File: config.mk
export PLATFORM = sky130hd
export DESIGN_NAME = prog_poll_status
export DESIGN_NICKNAME = d
export VERILOG_FILES = /design/src/rtl/poll_pkg.sv /design/src/rtl/poll_sync.sv /design/src/rtl/poll_toggle.sv /design/src/rtl/poll_mux.sv /design/src/rtl/prog_poll_status.sv
export SDC_FILE = /design/constraint.sdc
export NUM_CORES = 1
export LEC_CHECK = 0
export BUFFER_PORTS_ARGS = -buffer_cell sky130_fd_sc_hd__buf_2
export CELL_PAD_IN_SITES_DETAIL_PLACEMENT = 1
export CELL_PAD_IN_SITES_GLOBAL_PLACEMENT = 1
export CORE_MARGIN = 5
export CORE_UTILIZATION = 23
export CTS_CLUSTER_DIAMETER = 120
export DETAILED_ROUTE_END_ITERATION = 6
export GPL_ROUTABILITY_DRIVEN = 0
export GPL_TIMING_DRIVEN = 0
export PLACE_DENSITY_LB_ADDON = 0.1
export SLEW_MARGIN = 15
export SYNTH_ARGS = -nofsm -noshare
export SYNTH_HDL_FRONTEND = slang
export SYNTH_SLANG_ARGS = --single-unit
export TNS_END_PERCENT = 50
File: constraint.sdc
create_clock -name clk -period 2.3 [get_ports clk]
set_input_delay 0 -clock clk [delete_from_list [all_inputs] [get_ports clk]]
set_output_delay 0 -clock clk [all_outputs]
set_load 0.1 [all_outputs]
File: src/rtl/poll_pkg.sv
package poll_pkg;
  // output source selection for the read data mux
  typedef enum logic [1:0] {
    SRC_OFF    = 2'd0,
    SRC_ARRAY  = 2'd1,
    SRC_STATUS = 2'd2
  } poll_src_e;
endpackage

File: src/rtl/poll_sync.sv
module poll_sync #(
  parameter int W      = 2,
  parameter int STAGES = 2
) (
  input  logic         clk,
  input  logic         rst_n,
  input  logic [W-1:0] din,
  output logic [W-1:0] dout
);
  logic [STAGES-1:0][W-1:0] stg_q;
  logic [STAGES-1:0][W-1:0] stg_d;

  generate
    if (STAGES == 1) begin : g_single
      always_comb stg_d = din;
    end else begin : g_chain
      always_comb stg_d = {stg_q[STAGES-2:0], din};
    end
  endgenerate

  // pins are inactive high, so reset to all ones
  always_ff @(posedge clk or negedge rst_n) begin
    if (!rst_n) stg_q <= '1;
    else        stg_q <= stg_d;
  end

  assign dout = stg_q[STAGES-1];
endmodule

File: src/rtl/poll_toggle.sv
module poll_toggle (
  input  logic clk,
  input  logic rst_n,
  input  logic ce_s,
  input  logic oe_s,
  input  logic busy,
  output logic strobe,
  output logic tog
);
  logic oe_p_q;
  logic tog_d;
  logic tog_en;

  // one read access per falling edge of output enable under chip enable
  assign strobe = oe_p_q & ~oe_s & ~ce_s;

  always_comb begin
    tog_en = ~busy | strobe;
    tog_d  = busy ? ~tog : 1'b0;
  end

  always_ff @(posedge clk or negedge rst_n) begin
    if (!rst_n) begin
      oe_p_q <= 1'b1;
      tog    <= 1'b0;
    end else begin
      oe_p_q <= oe_s;
      if (tog_en) tog <= tog_d;
    end
  end


  tog_flip_chk: assert property (@(posedge clk) disable iff (!rst_n)
    (busy && strobe) |=> (tog != $past(tog)));

  tog_hold_chk: assert property (@(posedge clk) disable iff (!rst_n)
    (busy && !strobe) |=> $stable(tog));

  tog_clear_chk: assert property (@(posedge clk) disable iff (!rst_n)
    !busy |=> !tog);

  strobe_pulse_chk: assert property (@(posedge clk) disable iff (!rst_n)
    strobe |=> !strobe);
endmodule

File: src/rtl/poll_mux.sv
module poll_mux
  import poll_pkg::*;
#(
  parameter int DW = 8
) (
  input  poll_src_e     sel,
  input  logic          erase,
  input  logic          tog,
  input  logic [DW-1:0] last_data,
  input  logic [DW-1:0] array_data,
  output logic [DW-1:0] rd_data
);
  localparam int POLL_BIT = DW - 1;
  localparam int LOW_W    = DW - 2;

  logic [DW-1:0] status;

  always_comb begin
    if (erase) status = {1'b0, tog, {LOW_W{1'b1}}};
    else       status = {~last_data[POLL_BIT], tog, last_data[LOW_W-1:0]};
  end

  always_comb begin
    unique case (sel)
      SRC_ARRAY:  rd_data = array_data;
      SRC_STATUS: rd_data = status;
      default:    rd_data = '0;
    endcase
  end
endmodule

File: src/rtl/prog_poll_status.sv
module prog_poll_status
  import poll_pkg::*;
#(
  parameter int DW          = 8,
  parameter int SYNC_STAGES = 2
) (
  input  logic          clk,
  input  logic          rst_n,
  input  logic          ce_n,
  input  logic          oe_n,
  input  logic          busy,
  input  logic          erase,
  input  logic [DW-1:0] last_data,
  input  logic [DW-1:0] array_data,
  output logic          rd_drive,
  output logic [DW-1:0] rd_data
);
  localparam int POLL_BIT = DW - 1;
  localparam int LOW_W    = DW - 2;

  logic [1:0] pins_s;
  logic       strobe;
  logic       tog;
  poll_src_e  sel;

  poll_sync #(.W(2), .STAGES(SYNC_STAGES)) u_sync (
    .clk  (clk),
    .rst_n(rst_n),
    .din  ({ce_n, oe_n}),
    .dout (pins_s)
  );

  poll_toggle u_tog (
    .clk   (clk),
    .rst_n (rst_n),
    .ce_s  (pins_s[1]),
    .oe_s  (pins_s[0]),
    .busy  (busy),
    .strobe(strobe),
    .tog   (tog)
  );

  assign rd_drive = ~ce_n & ~oe_n;

  always_comb begin
    if (!rd_drive)  sel = SRC_OFF;
    else if (busy)  sel = SRC_STATUS;
    else            sel = SRC_ARRAY;
  end

  poll_mux #(.DW(DW)) u_mux (
    .sel       (sel),
    .erase     (erase),
    .tog       (tog),
    .last_data (last_data),
    .array_data(array_data),
    .rd_data   (rd_data)
  );


  undriven_zero_chk: assert property (@(posedge clk) disable iff (!rst_n)
    (ce_n || oe_n) |-> (rd_data == '0));

  pass_through_chk: assert property (@(posedge clk) disable iff (!rst_n)
    (!ce_n && !oe_n && !busy) |-> (rd_data == array_data));

  poll_inv_chk: assert property (@(posedge clk) disable iff (!rst_n)
    (rd_drive && busy && !erase) |-> (rd_data[POLL_BIT] != last_data[POLL_BIT]));

  erase_poll_chk: assert property (@(posedge clk) disable iff (!rst_n)
    (rd_drive && busy && erase) |-> (!rd_data[POLL_BIT] && (&rd_data[LOW_W-1:0])));
endmodule

==> results of run 1 <==
state kept, by name (all words and copies together), names as in the netlist:
signal / count
u_sync.dout: 2
u_sync.stg_d: 2
u_tog.oe_p_q: 1
u_tog.tog: 1
placed cells by master (no fill, tap or decap), drive strengths merged:
master,instances
buf,31
nor2,12
a211oi,6
dfstp,5
clkbuf,4
nand2b,3
dlygate4sd3,3
a21oi,2
or2,1
or3b,1
inv,1
nand2,1
nor3b,1
mux2i,1
dfrtp,1
layer usage:
metal | vias up | global-route usage [%]
met3 | 2 | 3.759
met2 | 21 | 16.36
met1 | 177 | 11.49
li1 | 198 | -
met4 | 0 | 6.452
met5 | - | 0
critical path: stages:
cell and delay [ns]:
dlygate4sd3_1 0.53, buf_2 0.12, or2_2 0.28, buf_2 0.17, a211oi_1 0.18, buf_2 0.47
layout make-up:
cell class,count,area share (%)
multi-input cells,28,28.31
well taps,15,3.425
flip-flops and latches,6,28.54
inverters,1,0.6849
plain buffers,2,2.283
clock buffers,4,4.795
repair buffers,32,31.96
path summary, 6_finish.rpt:
kind	slack [ns]	end	startpoint	depth (start not counted)
max	0.54	rd_data[4]	oe_n	6
min	0.08	u_tog.tog	busy	3
max reg2reg	1.28	u_tog.tog	u_tog.oe_p_q	2
min reg2reg	0.35	u_sync.dout[1]	u_sync.stg_d[3]	0
max in group asynchronous	1.94	u_tog.oe_p_q	rst_n	2
min in group asynchronous	0.13	u_tog.tog	rst_n	2
cell families after synthesis:
| family | count (synthesis) | synth area share (%) |
|---|---|---|
| buffers and inverters | 3 | 4.960 |
| and+or+nand+nor | 19 | 27.48 |
| AOI/OAI and AO/OA | 8 | 16.79 |
| DFF | 6 | 47.71 |
| muxes | 1 | 3.054 |
through the flow:
stage | hold slack (ns) | power (W) | instances | setup WS (ns) | TNS, ns
global route | 0.1021 | 0.0003510 | 88 | 0.4416 | 0
CTS | 0.07989 | 0.0003387 | 88 | 0.5328 | 0
global placement | -0.1766 | 0.0002255 | 81 | 1.112 | 0
detailed placement | -0.1755 | 0.0002266 | 81 | 1.082 | 0
finish | 0.07743 | 0.0003335 | 88 | 0.5404 | 0
floorplan | -0.2956 | 0.0001942 | 37 | -0.3577 | -2.146
power by group through the flow:
stage,clock [W],combinational [W],sequential (W)
floorplan,0,0.0000769,0.000117
finish,0.000105,0.000112,0.000116
detailed placement,0,0.000109,0.000118
global placement,0,0.000108,0.000118
global route,0.000115,0.000119,0.000117
CTS,0.000109,0.000113,0.000117
timing repair:
item | in CTS | in global routing
buffers inserted | 0 | 0
hold buffers | 3 | 0
endpoints found under the hold margin | 8 | 0
==> flow_metrics.tcl, run 1 <==
set metrics [dict create \
    status "finished clean" \
    start_util_pct 24.88 \
    ios 31 \
    switching_power_w 0.0001226 \
    switching_share_pct 36.76 \
    clockBufferDepth 2 \
    drc_errors 0 \
    irDropWorstVdd_mv 0.3693 \
    ys_types 14 \
    synth_area_per_cell_um2 8.860 \
    placed_area_um2 491.7 \
    critical_path_arrival_ns 1.76 \
    row_count 13 \
    top_layer "met4" \
    grt_pass1_vias 404 \
    grt_pass1_wl_um 1614 \
    io_buffer_count 29 \
    antenna_found_initial 0 \
    ctsRootBufferMaster "clkbuf_4" \
    cts_tree "built" \
    synth_enable_flop_cells 0 \
    power_frac_comb_pct 33.6 \
    track_usage_pct 10.27 \
    nFillCells 178 \
    ant_nets 0 \
    dr.pass1.iters 2 \
    worstSetupStartpointType "primary input" \
    viasPerCell 4.523 \
    setup_viol 0 \
    async_reset_ff_share_pct 100.0 \
    synth_fp_nets 59 \
    drv_slew 0 \
    wirelength_met1_um 395 \
    wirelength_um 1060 \
    die_w_um 47.75 \
    worstHoldPathType "in2reg" \
    crit_required_ns 2.30 \
    dp_hpwl_um 803.8 \
    clk_latency_ns 0.25 \
    fin_crit_sh_pct 76.50 \
    area_growth_pct 67.18 \
    final_cell_area_um2 548.0 \
    p_per_area_mw_per_mm2 608.5 \
    seq_area_um2 156.4 \
    core-area_mm2 0.001318 \
    wl_per_cell_um 12.05 \
    nets 96 \
    clock_sinks 6 \
    setup.worst_path.end_class "output pin" \
    power_frac_clock_pct 31.5 \
    synth-seq-cells 6 \
    synth_common_cells "nor2_1 (12), a211oi_1 (6), dfstp_2 (5), nand2b_1 (3), a21oi_1 (2)" \
    wl_met2_um 519 \
    diodes 0 \
    yosysTopAreaCell "dfstp_2" \
    initialDrtViolationCount 3 \
    layout_min_cycle_time_ns 1.760 \
    die_y_um 47.75 \
    multi_input_area_um2 155.1 \
    p_leak_nw 0.2873 \
    yosys_most_used_dff "dfstp_2" \
    cts_resized 0 \
    rsz0062_at_grt "no" \
    p_int_w 0.0002109 \
    postSynthCellCount 37 \
    max_slew.worst_pin.slew_ns 0.4922 \
    die_area_mm2 0.002280 \
    synth_top_area_share_pct 40.08 \
    utilization_pct 41.60 \
    grt_overflow 0 \
    numCtsBuffers 3 \
    htree_levels 1 \
    clkTransAtPathRegs_ns 0.05 \
    fin_skew_ns 0.008687 \
    fmaxAchievable_mhz 568.3 \
    path_class "in2out" \
    grt_max_degree 11 \
    synth_seq_area_share_pct 47.71 \
    max_slew_margin_pct 67.41 \
    drive_above_1_share_pct 54.79 \
    vias 398 \
    synth_area_um2 327.8 \
    path_max_fanout 9 \
    yosys-top-cells-area "dfstp_2 (40%), a211oi_1 (14%), nor2_1 (14%), dfrtp_1 (7.6%), nand2b_1 (5.7%)" \
    met3_length_um 135 \
    yosysMostFrequentCell "nor2_1" \
    yosys_warnings 0 \
    p_seq_share_pct 34.9 \
    cap_violations 0 \
    hold_viol 0 \
]
(Power assumes the default switching activity.)
==> run 2: changes to the inputs <==
Settings changed: CORE_UTILIZATION 23 to 22.
Clock period 2.3 ns to 1.7 ns, I/O delays scaled along.
==> flow_metrics.tcl, run 2 (synthesis results as in run 1) <==
set metrics [dict create \
    clkTransAtPathRegs_ns 0.05 \
    ctsRootBufferMaster "clkbuf_4" \
    irDropWorstVdd_mv 0.4235 \
    layout_min_cycle_time_ns 1.225 \
    max_slew_margin_pct 67.33 \
    fmaxAchievable_mhz 816.5 \
    switching_power_w 0.0001707 \
    cts_tree "built" \
    io_buffer_count 29 \
    post-cts-setup-buffers 0 \
    wirelength_um 1096 \
    setup_viol 0 \
    vias 404 \
    critical_path_arrival_ns 1.22 \
    wl_per_cell_um 12.31 \
    grt_pass1_vias 408 \
    diodes 0 \
    antenna_found_initial 0 \
    dr.pass1.iters 3 \
    ant_nets 0 \
    drive_above_1_share_pct 54.79 \
    drc_errors 0 \
    initialDrtViolationCount 3 \
    fin_crit_sh_pct 72.05 \
    setup.worst_path.end_class "output pin" \
    fin_skew_ns 0.009864 \
    core-area_mm2 0.001454 \
    layout_common_cells "buf_2 (30), nor2_1 (12), a211oi_1 (6)" \
    htree_levels 1 \
    row_count 14 \
    worstSetupStartpointType "register" \
    wl_met2_um 541 \
    path_max_fanout 2 \
    clk_latency_ns 0.26 \
    track_usage_pct 10.53 \
    worstHoldPathType "in2reg" \
    area_growth_pct 67.56 \
    switching_share_pct 37.40 \
    nets 96 \
    die_y_um 48.60 \
    die_w_um 48.60 \
    max_slew.worst_pin.slew_ns 0.4934 \
    clock_sinks 6 \
    start_util_pct 22.55 \
    top_layer "met4" \
    crit_required_ns 1.70 \
    met3_length_um 107 \
    setup_slack_ns 0.4752 \
    grt_max_degree 11 \
    nFillCells 201 \
    hold_viol 0 \
    rsz0062_at_grt "no" \
    power_frac_clock_pct 32.2 \
    grt_overflow 0 \
    power_frac_comb_pct 33.2 \
    path_class "reg2out" \
    total_power_w 0.0004563 \
    status "finished clean" \
    die_area_mm2 0.002362 \
    wirelength_met1_um 415 \
    cts_resized 0 \
    p_seq_share_pct 34.6 \
    pre_cts_ws_ns 0.4825 \
    cap_violations 0 \
    dp_hpwl_um 846 \
    viasPerCell 4.539 \
    p_leak_nw 0.2873 \
    layout_commonest_cell "buf_2" \
    grt_pass1_wl_um 1856 \
    drv_slew 0 \
    ios 31 \
    p_per_area_mw_per_mm2 830.7 \
    clockBufferDepth 2 \
    p_int_w 0.0002856 \
    numCtsBuffers 3 \
    utilization_pct 37.78 \
]
==> run 2: cell counts in the layout (fill, tap and decap cells not counted) <==
No cell type changed its count.
==> run 2: layout make-up <==
cell class	count	area (µm²)	share of cell area [%]
Timing Repair Buffer	32	175.2	31.89
Tap cell	16	20.02	3.645
Multi-Input combinational cell	28	155.1	28.25
Inverter	1	3.754	0.6834
Sequential cell	6	156.4	28.47
Buffer	2	12.51	2.278
Clock buffer	4	26.28	4.784
==> run 2: power groups by stage <==
stage / Clock [W] / Sequential (W) / Combinational (W)
finish: 0.000147 / 0.000158 / 0.000152
global route: 0.000171 / 0.000159 / 0.000161
floorplan: 0 / 0.000159 / 0.000104
global placement: 0 / 0.000159 / 0.000147
CTS: 0.000157 / 0.000158 / 0.000153
detailed placement: 0 / 0.000160 / 0.000148
==> run 2: per-layer routing <==
metal	GRT usage (%)	vias up
li1	-	199
met1	10.09	182
met2	15.65	19
met3	7.055	4
met4	8.072	0
met5	0	-
==> run 2: worst paths after layout <==
kind	from	slack, ns	cells past startpoint	to
worst min-delay path	busy	0.08	3	u_tog.tog
worst min register to register	u_sync.stg_d[2]	0.34	0	u_sync.dout[0]
worst max-delay path	u_tog.tog	0.48	3	rd_data[6]
worst max register to register	u_tog.oe_p_q	0.67	2	u_tog.tog
min in group asynchronous	rst_n	0.09	2	u_tog.tog
max in group asynchronous	rst_n	1.38	2	u_sync.stg_d[3]
==> run 2: metrics by stage <==
stage / hold slack [ns] / cells / setup TNS (ns) / instance area [µm²]
floorplan: -0.2956 / 37 / -6.153 / 327.8
global placement: -0.1759 / 82 / 0 / 493.0
detailed placement: -0.1726 / 82 / 0 / 493.0
CTS: 0.08123 / 89 / 0 / 549.3
global route: 0.09471 / 89 / 0 / 549.3
finish: 0.08159 / 89 / 0 / 549.3
==> run 2: critical path, cell delays in order (launching register included) <==
cell     delay (ns)
dfrtp_1        0.33
nand2_1        0.08
a21oi_1        0.12
buf_2          0.44
==> run 2: repair_timing <==
action,in CTS,in global routing
hold buffers,3,0
hold endpoints to repair,8,0
endpoints found under the setup margin,0,0
==> run 3: changes to the inputs <==
Settings changed: ABC_AREA from default to 1.
Clock period 1.7 ns to 1.21 ns, I/O delays scaled along.
==> flow_metrics.tcl, run 3 <==
set metrics [dict create \
    status "finished clean" \
    p_int_w 0.0004013 \
    cts_tree "built" \
    synth_top_family_by_area "simple AND/OR/NAND/NOR gates" \
    yosysMostFrequentCell "nand2_1" \
    p_leak_nw 0.3187 \
    initialDrtViolationCount 1 \
    rsz0062_at_grt "no" \
    path_class "reg2out" \
    die_w_um 49.91 \
    critical_path_arrival_ns 1.13 \
    max_slew.worst_pin.slew_ns 0.4920 \
    setup.worst_path.end_class "output pin" \
    dr.pass1.iters 2 \
    synth-seq-cells 6 \
    numCtsBuffers 3 \
    worstPathCellList "inv_1 -> a21oi_4 -> buf_4" \
    clock_sinks 6 \
    core-area_mm2 0.001506 \
    ant_nets 0 \
    path_max_fanout 2 \
    viasPerCell 4.426 \
    grt_overflow 0 \
    drv_slew 0 \
    ctsRootBufferMaster "clkbuf_4" \
    yosys_warnings 0 \
    fin_skew_ns 0.007756 \
    dp_hpwl_um 895.7 \
    htree_levels 1 \
    io_buffer_count 29 \
    yosysTopAreaCell "dfstp_2" \
    utilization_pct 39.37 \
    yosys-mux-area-fraction_pct 0 \
    synth_top_area_share_pct 37.50 \
    fmaxAchievable_mhz 885.8 \
    max_slew_margin_pct 67.42 \
    post-cts-setup-buffers 0 \
    p_seq_share_pct 33.9 \
    grt_max_degree 11 \
    grt_pass1_wl_um 1890 \
    row_count 14 \
    cap_violations 0 \
    synthXorXnorAreaFrac_pct 0 \
    die_y_um 49.91 \
    synth_seq_area_share_pct 44.64 \
    drive_above_1_share_pct 57.69 \
    nets 101 \
    switching_power_w 0.0002562 \
    layout_common_cells "buf_2 (28), nand2_1 (12), o211ai_1 (6)" \
    clockBufferDepth 2 \
    p_per_area_mw_per_mm2 1109 \
    hold_viol 0 \
    synth-compound-area-share_pct 16.79 \
    postSynthCellCount 42 \
    worstHoldPathType "in2async" \
    crit_required_ns 1.21 \
    synth_enable_flop_cells 0 \
    switching_share_pct 38.96 \
    power_frac_comb_pct 35.3 \
    grt_pass1_vias 459 \
    crit_slowest_cell "dfrtp_1" \
    die_area_mm2 0.002491 \
    ys_types 13 \
    yosys-top-cells-area "dfstp_2 (38%), nand2_1 (16%), o211ai_1 (13%), dfrtp_1 (7.1%), nor3_4 (4.6%)" \
    clkTransAtPathRegs_ns 0.05 \
    wl_per_cell_um 11.68 \
    synth_area_um2 350.3 \
    drc_errors 0 \
    start_util_pct 23.26 \
    whs_ns 0.1101 \
    yosys.area_share.simple_pct 32.14 \
    synth_adder_area_share_pct 0 \
    wirelength_um 1098 \
    synth_area_per_cell_um2 8.341 \
    cpPeakStageDelay_ns 0.35 \
    area_growth_pct 69.29 \
    yosys_most_used_dff "dfstp_2" \
    ios 31 \
    vias 416 \
    fin_crit_sh_pct 93.30 \
    track_usage_pct 9.840 \
    clk_latency_ns 0.25 \
    async_reset_ff_share_pct 100.0 \
    irDropWorstVdd_mv 0.4365 \
    setup_viol 0 \
    total_power_w 0.0006575 \
    synth_common_cells "nand2_1 (15), o211ai_1 (6), dfstp_2 (5), inv_1 (4), nand3_1 (3)" \
    worstSetupStartpointType "register" \
    synth_fp_nets 64 \
    antenna_found_initial 0 \
    layout_commonest_cell "buf_2" \
    diodes 0 \
    power_frac_clock_pct 30.8 \
    layout_min_cycle_time_ns 1.129 \
]
run 3: worst max-delay path: cells and delay by family, from the launching register on:
| family | cells | cell delay, ns |
|---|---|---|
| buffers and inverters | 2 | 0.39 |
| AOI/OAI and AO/OA | 1 | 0.14 |
| DFF | 1 | 0.35 |
run 3: metal layers:
layer | global-route usage, % | part of all wire (%)
met1 | 9.982 | 38
met5 | 0 | 0
met4 | 5.240 | 1.1
met2 | 16.31 | 53
met3 | 4.819 | 7.7
run 3: timing repair:
item,CTS,global route
hold buffers,3,0
resized for setup,1,0
hold endpoints to repair,8,0
setup endpoints to repair,1,0
run 3: path summary, 6_finish.rpt:
check	endpoint	slack, ns	from	cells after the start
setup reg to reg	u_tog.tog	0.38	u_sync.dout[1]	4
hold reg to reg	u_sync.dout[0]	0.36	u_sync.stg_d[2]	0
max in group asynchronous	u_tog.oe_p_q	0.88	rst_n	2
setup / recovery	rd_data[6]	0.08	u_tog.tog	3
min in group clk	u_tog.tog	0.23	busy	4
hold / removal	u_tog.tog	0.11	rst_n	2
run 3: cell families (layout without fill, tap and decap cells):
| kind of cell | count (synthesis) | after routing |
|---|---|---|
| AO/OA/AOI/OAI | 8 | 8 |
| buffers and inverters | 5 | 41 |
| flip-flops | 6 | 6 |
| AND/OR/NAND/NOR | 23 | 23 |
run 3: power by group through the flow:
stage	logic [W]	registers [W]	clock network, W
2_1_floorplan	0.000159	0.000224	0
3_3_place_gp	0.000225	0.000225	0
3_5_place_dp	0.000226	0.000226	0
4_1_cts	0.000235	0.000223	0.000212
5_1_grt	0.000247	0.000224	0.000229
6_report	0.000232	0.000223	0.000203
run 3: stage by stage:
step | cells | worst slack, ns | setup TNS (ns) | cell area, µm²
finish | 94 | 0.08110 | 0 | 593.1
global route | 94 | 0.01986 | 0 | 593.1
CTS | 94 | 0.06312 | 0 | 593.1
detailed placement | 87 | 0.1512 | 0 | 534.3
global placement | 87 | 0.1327 | 0 | 534.3
floorplan | 42 | -0.2170 | -0.9098 | 369.1
run 3: cell type report:
| cell class | instances | area (µm²) |
|---|---|---|
| buffer | 1 | 7.507 |
| clock buffer | 4 | 26.28 |
| fill | 194 | 913.4 |
| inverter | 4 | 15.01 |
| multi-input combinational | 31 | 190.2 |
| sequential | 6 | 156.4 |
| tap | 16 | 20.02 |
| timing repair buffer | 32 | 177.7 |
